--- src/rtl/pacer_pkg.sv ---
// Shared types for the packet pacing scheduler.
// Assumes: single clock domain, one package per scheduler build.
package pacer_pkg;
    typedef enum logic [1:0] {
        ST_IDLE  = 2'd0,
        ST_START = 2'd1,
        ST_WAIT  = 2'd2,
        ST_GAP   = 2'd3
    } pace_state_t;
endpackage

--- src/rtl/pacer_sync.sv ---
// Two-flop synchronizer for a group of slow switch inputs.
// Assumes: inputs change rarely; bits are not required to be coherent.
module pacer_sync #(
    parameter int WIDTH = 7
) (
    input  logic             clk,
    input  logic             rst_n,
    input  logic [WIDTH-1:0] d_async,
    output logic [WIDTH-1:0] d_sync
);
    logic [WIDTH-1:0] meta_q;
    logic [WIDTH-1:0] sync_q;

    // Two register stages per bit.
    always_ff @(posedge clk) begin
        if (!rst_n) begin
            meta_q <= '0;
            sync_q <= '0;
        end else begin
            meta_q <= d_async;
            sync_q <= meta_q;
        end
    end

    assign d_sync = sync_q;
endmodule

--- src/rtl/pacer_gap_decode.sv ---
// Turns the split switch code into a gap length in cycles.
// Assumes BASE_GAP > SHORT_STEP * (2**GRP_W - 1), so the result stays positive.
module pacer_gap_decode #(
    parameter int GRP_W      = 3,
    parameter int BASE_GAP   = 3000,
    parameter int SHORT_STEP = 375,
    parameter int LONG_STEP  = 2500,
    parameter int CNT_W      = 15
) (
    input  logic [2*GRP_W-1:0] code,
    output logic [CNT_W-1:0]   gap_len
);
    logic [GRP_W-1:0] lo_grp;
    logic [GRP_W-1:0] hi_grp;

    assign lo_grp = code[GRP_W-1:0];
    assign hi_grp = code[2*GRP_W-1:GRP_W];

    // The lengthening group, when nonzero, overrides the shortening group.
    always_comb begin
        if (hi_grp != '0)
            gap_len = CNT_W'(BASE_GAP) + CNT_W'(LONG_STEP) * CNT_W'(hi_grp);
        else
            gap_len = CNT_W'(BASE_GAP) - CNT_W'(SHORT_STEP) * CNT_W'(lo_grp);
    end
endmodule

--- src/rtl/pacer_gap_cnt.sv ---
// Down-counter for the idle gap: loads length-1, flags expiry at zero.
// Assumes load_len >= 1.
module pacer_gap_cnt #(
    parameter int CNT_W = 15
) (
    input  logic             clk,
    input  logic             rst_n,
    input  logic             load,
    input  logic [CNT_W-1:0] load_len,
    output logic             expired
);
    logic [CNT_W-1:0] cnt_q;

    // Load on a new gap, otherwise count down to zero and stop there.
    always_ff @(posedge clk) begin
        if (!rst_n)
            cnt_q <= '0;
        else if (load)
            cnt_q <= load_len - CNT_W'(1);
        else if (cnt_q != '0)
            cnt_q <= cnt_q - CNT_W'(1);
    end

    assign expired = (cnt_q == '0);
endmodule

--- src/rtl/pkt_pacer.sv ---
// Packet pacing scheduler: start strobe, wait for done, switch-selected idle
// gap, packet and frame numbering, and a per-packet payload source select.
// Assumes: done_i is a one-cycle pulse from the packet builder; switches
// are asynchronous and slow.
module pkt_pacer
    import pacer_pkg::*;
#(
    parameter int  GRP_W          = 3,
    parameter int  BASE_GAP       = 3000,
    parameter int  SHORT_STEP     = 375,
    parameter int  LONG_STEP      = 2500,
    parameter int  PKTS_PER_FRAME = 102,
    localparam int IDX_W          = $clog2(PKTS_PER_FRAME),
    localparam int SW_W           = 2 * GRP_W,
    localparam int MAX_GAP        = BASE_GAP + LONG_STEP * ((1 << GRP_W) - 1),
    localparam int CNT_W          = $clog2(MAX_GAP + 1)
) (
    input  logic             clk,
    input  logic             rst_n,
    input  logic [SW_W-1:0]  dly_sw,
    input  logic             src_sw,
    input  logic             spare_sw,
    input  logic             done_i,
    output logic             start_o,
    output logic             frame_end_o,
    output logic [IDX_W-1:0] pkt_idx_o,
    output logic             src_sel_o
);
    localparam logic [IDX_W-1:0] LAST_IDX = IDX_W'(PKTS_PER_FRAME - 1);

    logic [SW_W-1:0]  dly_s;
    logic             src_s;
    logic [CNT_W-1:0] gap_len;
    logic             gap_expired;
    logic             accept_done;
    logic             enter_start;
    logic             unused_spare;
    pace_state_t      state_q, state_d;
    logic [IDX_W-1:0] idx_q;
    logic             src_q;

    assign unused_spare = spare_sw;

    pacer_sync #(.WIDTH(SW_W + 1)) u_sync (
        .clk    (clk),
        .rst_n  (rst_n),
        .d_async({src_sw, dly_sw}),
        .d_sync ({src_s, dly_s})
    );

    pacer_gap_decode #(
        .GRP_W     (GRP_W),
        .BASE_GAP  (BASE_GAP),
        .SHORT_STEP(SHORT_STEP),
        .LONG_STEP (LONG_STEP),
        .CNT_W     (CNT_W)
    ) u_dec (
        .code   (dly_s),
        .gap_len(gap_len)
    );

    pacer_gap_cnt #(.CNT_W(CNT_W)) u_cnt (
        .clk     (clk),
        .rst_n   (rst_n),
        .load    (accept_done),
        .load_len(gap_len),
        .expired (gap_expired)
    );

    assign accept_done = (state_q == ST_WAIT) && done_i;
    assign enter_start = (state_q == ST_IDLE) || ((state_q == ST_GAP) && gap_expired);

    // Next-state selection for the pacing sequence.
    always_comb begin
        state_d = state_q;
        unique case (state_q)
            ST_IDLE:  state_d = ST_START;
            ST_START: state_d = ST_WAIT;
            ST_WAIT:  if (done_i) state_d = ST_GAP;
            ST_GAP:   if (gap_expired) state_d = ST_START;
            default:  state_d = ST_IDLE;
        endcase
    end

    // State register.
    always_ff @(posedge clk) begin
        if (!rst_n) state_q <= ST_IDLE;
        else        state_q <= state_d;
    end

    // Packet number: advance on each accepted done, wrap at frame end.
    always_ff @(posedge clk) begin
        if (!rst_n)
            idx_q <= '0;
        else if (accept_done)
            idx_q <= (idx_q == LAST_IDX) ? '0 : idx_q + IDX_W'(1);
    end

    // Payload source: sampled once, as the packet start is issued.
    always_ff @(posedge clk) begin
        if (!rst_n)           src_q <= 1'b0;
        else if (enter_start) src_q <= src_s;
    end

    assign start_o     = (state_q == ST_START);
    assign frame_end_o = accept_done && (idx_q == LAST_IDX);
    assign pkt_idx_o   = idx_q;
    assign src_sel_o   = src_q;
endmodule

--- config.mk ---
export PLATFORM = sky130hd
export DESIGN_NAME = pkt_pacer
export DESIGN_NICKNAME = d
export VERILOG_FILES = /design/src/rtl/pacer_pkg.sv /design/src/rtl/pacer_sync.sv /design/src/rtl/pacer_gap_decode.sv /design/src/rtl/pacer_gap_cnt.sv /design/src/rtl/pkt_pacer.sv
export SDC_FILE = /design/constraint.sdc
export NUM_CORES = 1
export LEC_CHECK = 0
export BUFFER_PORTS_ARGS = -buffer_cell sky130_fd_sc_hd__buf_2
export CAP_MARGIN = 30
export CORE_MARGIN = 1.5
export CORE_UTILIZATION = 30
export DETAILED_ROUTE_END_ITERATION = 7
export GPL_TIMING_DRIVEN = 0
export PLACE_DENSITY_LB_ADDON = 0.25
export SYNTH_ARGS = -nofsm -noshare
export SYNTH_HDL_FRONTEND = slang
export SYNTH_SLANG_ARGS = --single-unit
--- constraint.sdc ---
create_clock -name clk -period 4.72 [get_ports clk]
set_input_delay 0.472 -clock clk [delete_from_list [all_inputs] [get_ports clk]]
set_output_delay 0.472 -clock clk [all_outputs]
set_load 0.01 [all_outputs]
* Word-level counts from Yosys, hierarchy flattened
Cells that the tools add are included.
Cells by class: add/sub/neg operators 5, multipliers 2, reduce and logical (&&, ||, !) cells 10, eq/ne operators 6, mux-type cells 7
Operator list (number):
- two-way mux 15 bit | 3
- subtractor 15 x 1 -> 15 bit (second input constant) | 2
- adder 12 x 15 -> 15 bit (first input constant) | 1
- logical NOT 15 bit | 1
- nonzero test 15 bit | 1
- multiplier 10 x 3 -> 13 bit (first input constant) | 1
- subtractor 12 x 12 -> 13 bit (first input constant) | 1
- multiplier 9 x 3 -> 12 bit (first input constant) | 1
- one-hot mux 2 bit (4 select lines) | 1
- adder 7 x 1 -> 7 bit (second input constant) | 1
- equality test 7 bit (second input constant) | 1
- two-way mux 7 bit | 1
- equality test 2 bit (second input constant) | 2
- two-way mux 2 bit | 2
- inequality test 2 bit (second input constant) | 2
- logical AND 1 bit | 3
- nonzero test 3 bit | 1
- equality test 2 x 1 -> 1 bit (second input constant) | 1
- logical NOT 2 bit | 1
- AND reduction 2 bit | 1
- nonzero test 2 bit | 1
- logical OR 1 bit | 1
Storage, ports and cells: bits in registers 39, input bits 11, output and inout bits 10, word-level logic and storage cells 36

* Depth between registers and ports, before layout
depth in word-level cells 5, gate-level depth with buffers 13, gate-level depth less buffers 13

* Cells and area by module
A second synthesis with hierarchy kept.
Unflattened totals: cell total of the unflattened synthesis 350, area, all modules 3126.7 um^2
By module, submodules not included:
- pacer_gap_decode | cells an instance 141, area each 1152.4 um^2, seq. area each 0.0 um^2, times used 1
- pacer_gap_cnt | cells an instance 115, area each 991.0 um^2, seq. area each 300.3 um^2, times used 1
- pkt_pacer | cells an instance 65, area each 591.8 um^2, seq. area each 200.2 um^2, times used 1
- pacer_sync | cells an instance 29, area each 391.6 um^2, seq. area each 280.3 um^2, times used 1

* Worst setup path before layout
Ideal clock, no wire load.
path kind register to register, from register u_sync.sync_q[1], in the netlist u_sync.d_sync[1], to register u_cnt.cnt_q[12], data required time 4.592 ns, library setup time 0.128 ns, cell stages (with the launch flop) 14, path slack 1.166 ns, arrival time 3.427 ns, cells stage by stage dfxtp_1 inv_1 ha_1 ha_1 o21bai_1 ha_1 and4b_1 a22oi_2 a2111oi_0 or3b_1 a2111oi_2 and4bb_4 xor2_1 nor2_1
On the way: cells in the longest elaborated chain, start to end 5
Ends and longest elaborated chain:
- start: declaration | RTL line pacer_sync.sv:12 | logic [WIDTH-1:0] sync_q;
- start signal: assignment | RTL line pacer_sync.sv:21 | sync_q <= meta_q;
- multiplier 9 x 3 -> 12 bit | RTL line pacer_gap_decode.sv:24 | gap_len = CNT_W'(BASE_GAP) - CNT_W'(SHORT_STEP) * CNT_W'(lo_grp);
- subtractor 12 x 12 -> 13 bit | RTL line pacer_gap_decode.sv:24
- two-way mux 15 bit | RTL line pacer_gap_decode.sv:21 | if (hi_grp != '0)
- subtractor 15 x 1 -> 15 bit | RTL line pacer_gap_cnt.sv:19 | cnt_q <= load_len - CNT_W'(1);
- two-way mux 15 bit | RTL line pacer_gap_cnt.sv:18 | else if (load)
- end signal: assignment | RTL line pacer_gap_cnt.sv:19
- end signal: assignment | RTL line pacer_gap_cnt.sv:21 | cnt_q <= cnt_q - CNT_W'(1);
- end: declaration | RTL line pacer_gap_cnt.sv:12 | logic [CNT_W-1:0] cnt_q;
Every way passes these cells. A chain may end at the register's enable or synchronous reset.

* Final worst setup path
from register u_sync.sync_q[1], in the netlist u_sync.d_sync[1], to register u_cnt.cnt_q[13]
Same word-level chain as after synthesis.

==> run summary <==
worst r2r src - u_sync.d_sync[1]
wire length per cell - 13.5 um
Mapped Cells - 317
placed insts - 447
post-route clock skew - 0.00573 ns
layout cell share with drive strength beyond 1 - 13.7%
Final period util - 84.2%
RSZ-0062 raised after global routing - no
Largest delay share family, worst path - compound AO/OA/AOI/OAI gates
number of global-route vias before repair - 2198
post-DP HPWL - 4.84 mm
Reg2Reg Setup Slack - 0.75 ns
clk_lat worst skew - 0.29 ns
gr usage total - 13.0%
# fillers - 953
Post-Syn Nets - 365
outcome - finished clean
Leakage - 1.34 nW
Initial Utilization - 30.6%
core area - 9150 um2
max-cap violation count - 0
global-route wire length before repair - 10.5 mm
Post-Layout Cell Count - 455
Critical Path Start Type - flip-flop
Post-synth ARST share - 0%
row cnt - 35
Peak Freq - 252 MHz
complex-gate fraction of the synthesized area - 17.8%
CTS resizes - 0
Main synth FF type - dfxtp_1
fin. max-slew vios - 0
TritonCTS clock tree - yes
layout net count - 391
Antenna Violating Nets Remaining - 0
critical path class - flip-flop to flip-flop
Peak VDD IR - 0.000194 V
diode count - 0
post-synthesis area per instance - 8.83 um2
internal power - 0.000778 W
Syn. warnings - 0
CP most frequent cell - ha_1
simple logic cell fraction of the synthesized area - 20.4%
initial antenna violation count - 0
most common cell in the synthesized netlist - dfxtp_1
slew at the pin closest to its max-slew limit - 0.654 ns
Vias - 2264
# IOs - 21
critical path required time - 4.94 ns
register area share after synthesis - 27.9%
CP Capture Type - flip-flop
CTS clk-pin slew, worst paths - 0.08 ns
pwr/cell area - 403 nW/um2
TritonCTS buffer count - 5
gpl congestion - 0.805
vias per cell - 4.98
Die Area - 9910 um2
area grow syn2layout - 12.1%
Final Hold Vio Count - 0
Flop pwr share - 35.0%
overflow left after global routing - 0
Max-slew headroom - 56.4%
synth top area cells - dfxtp_1 (28%), ha_1 (13%), fa_1 (5.0%)
Post-synth EDFFs - 0
worst hold path class - input port to flip-flop
Yosys cell types - 57
final setup violating endpoints - 0
crit path time final - 3.97 ns
Die W - 99.6 um
FF-to-FF End - u_cnt.cnt_q[13]
Worst Path Max Fanout - 9
hold endpoint - u_sync.meta_q[6]
Comb pwr share - 44.9%
Min-Delay Path Depth - 2
CP cell instances - inv_1, ha_1, ha_1, o21bai_1, ha_1, and4b_1, a22oi_2, a2111oi_0, or3b_1, a2111oi_2, and3b_1, nand4_1, a21oi_1
CTS root buf - clkbuf_8
Synth Area in XOR/XNOR - 9.08%
Net Sw Frac - 38.4%
critical path's slowest cell - dfxtp_1
most frequent cells after synthesis - dfxtp_1 (39), nor2_1 (32), ha_1 (30)
Routed WL - 6.13 mm
crit path DAT - 4.19 ns
total iterations of the first detailed-routing run - 4
Die Ht - 99.6 um
main combinational cell family by area after synthesis - simple AND/OR/NAND/NOR gates
flops & latches, synth - 39
H-tree depth - 2
hold_sp - src_sw
Clock Sinks - 39
# port buffers - 19
Synth Area in Adders - 18.4%
dominant cell type by area after synthesis - dfxtp_1
clock buffer depth - 2
CTS Hold Bufs - 0
mux cell area share after synthesis - 1.97%
post-route DRC violation count - 0
area share of the largest cell type after synthesis - 27.9%
First DRT Iteration DRCs - 71
CP max stage delay - 0.60 ns
FF-to-FF path depth - 13
Clock Power Share - 20.1%
Cell Area, Synth - 2800 um2
CP Buf/Inv Count - 1
TNS Setup - 0 ns
Net Sw Power - 0.000485 W
post-CTS setup buffer count - 0
largest net degree at the start of global routing - 13
sequential cells by signal (all words and copies together) (netlist names):
signal / cells
pkt_idx_o: 7
src_sel_o: 1
state_q: 2
u_cnt.cnt_q: 15
u_sync.d_sync: 7
u_sync.meta_q: 7
routing by layer:
| metal | vias up | share of wire, % | GRT usage, % |
|---|---|---|---|
| met5 | - | 0 | 0 |
| li1 | 1157 | - | - |
| met3 | 5 | 2.8 | 1.48 |
| met2 | 32 | 48 | 22.3 |
| met1 | 1070 | 48 | 17.4 |
| met4 | 0 | 0.93 | 3.58 |
final cells by class:
| type | count | area [um2] | area share (%) |
|---|---|---|---|
| flip-flops and latches | 39 | 781 | 24.9 |
| clock inverters | 1 | 7.51 | 0.239 |
| inverters | 24 | 90.1 | 2.87 |
| clock buffers | 7 | 96.3 | 3.07 |
| well taps | 111 | 139 | 4.43 |
| repair buffers | 19 | 95.1 | 3.03 |
| multi-input cells | 246 | 1890 | 60.4 |
| plain buffers | 8 | 33.8 | 1.08 |
power groups by stage:
stage	registers [W]	clock network (W)	logic, W
2_1_floorplan	0.000438	0	0.000452
3_3_place_gp	0.000451	0	0.000557
3_5_place_dp	0.000450	0	0.000562
4_1_cts	0.000442	0.000257	0.000566
5_1_grt	0.000452	0.000276	0.000639
6_report	0.000443	0.000254	0.000567
through the flow:
step | instance area (um2) | hold slack [ns] | util (%) | setup WS, ns | power (W)
6_report | 3140 | 0.378 | 34.3 | 0.747 | 0.00126
5_1_grt | 3140 | 0.378 | 34.3 | 0.383 | 0.00137
3_5_place_dp | 3030 | 0.422 | 33.1 | 0.729 | 0.00101
4_1_cts | 3140 | 0.380 | 34.3 | 0.714 | 0.00127
2_1_floorplan | 2800 | 0.412 | - | 1.17 | 0.000890
3_3_place_gp | 3030 | 0.415 | 33.1 | 0.760 | 0.00101
worst reg2reg max path: cells and delay by family (launching register included):
family | cells | cell delay (ns)
AO/OA/AOI/OAI | 5 | 1.13
adder cells (fa/ha/maj) | 3 | 0.84
buffers and inverters | 1 | 0.24
flip-flops | 1 | 0.60
AND/OR/NAND/NOR | 4 | 1.11
worst max-delay path by stage:
stage / start / cells after the start / end / slack [ns]
after global placement: u_sync.d_sync[1] / 13 / u_cnt.cnt_q[12] / 0.76
after global routing: u_sync.d_sync[1] / 13 / u_cnt.cnt_q[13] / 0.38
after CTS: u_sync.d_sync[1] / 13 / u_cnt.cnt_q[13] / 0.71
after detailed placement: u_sync.d_sync[1] / 13 / u_cnt.cnt_q[12] / 0.73
after floorplan: u_sync.d_sync[1] / 13 / u_cnt.cnt_q[12] / 1.17
final: u_sync.d_sync[1] / 13 / u_cnt.cnt_q[13] / 0.75
kinds of logic (layout without fill, tap and decap cells):
kind of cell,after synthesis,after routing
simple gates,103,103
compound gates,72,72
flops,39,39
fa+ha+maj,37,37
buf+inv,32,59
xor+xnor,29,29
mux,5,5
cell usage in the layout (no fill, tap or decap), types with 5 or more instances in the layout:
master    count
dfxtp_1      39
nor2_1       32
ha_1         30
inv_1        24
buf_2        22
a21oi_1      22
and2_1       17
xnor2_1      15
xor2_1       14
nand3_1       9
nand2_1       7
nor3_1        7
a211oi_1      7
o21ai_0       7
fa_1          7
clkbuf_8      7
a22oi_1       6
clkbuf_1      5
and3_1        5
o31ai_1       5
Power figures use the tool's default switching activity.
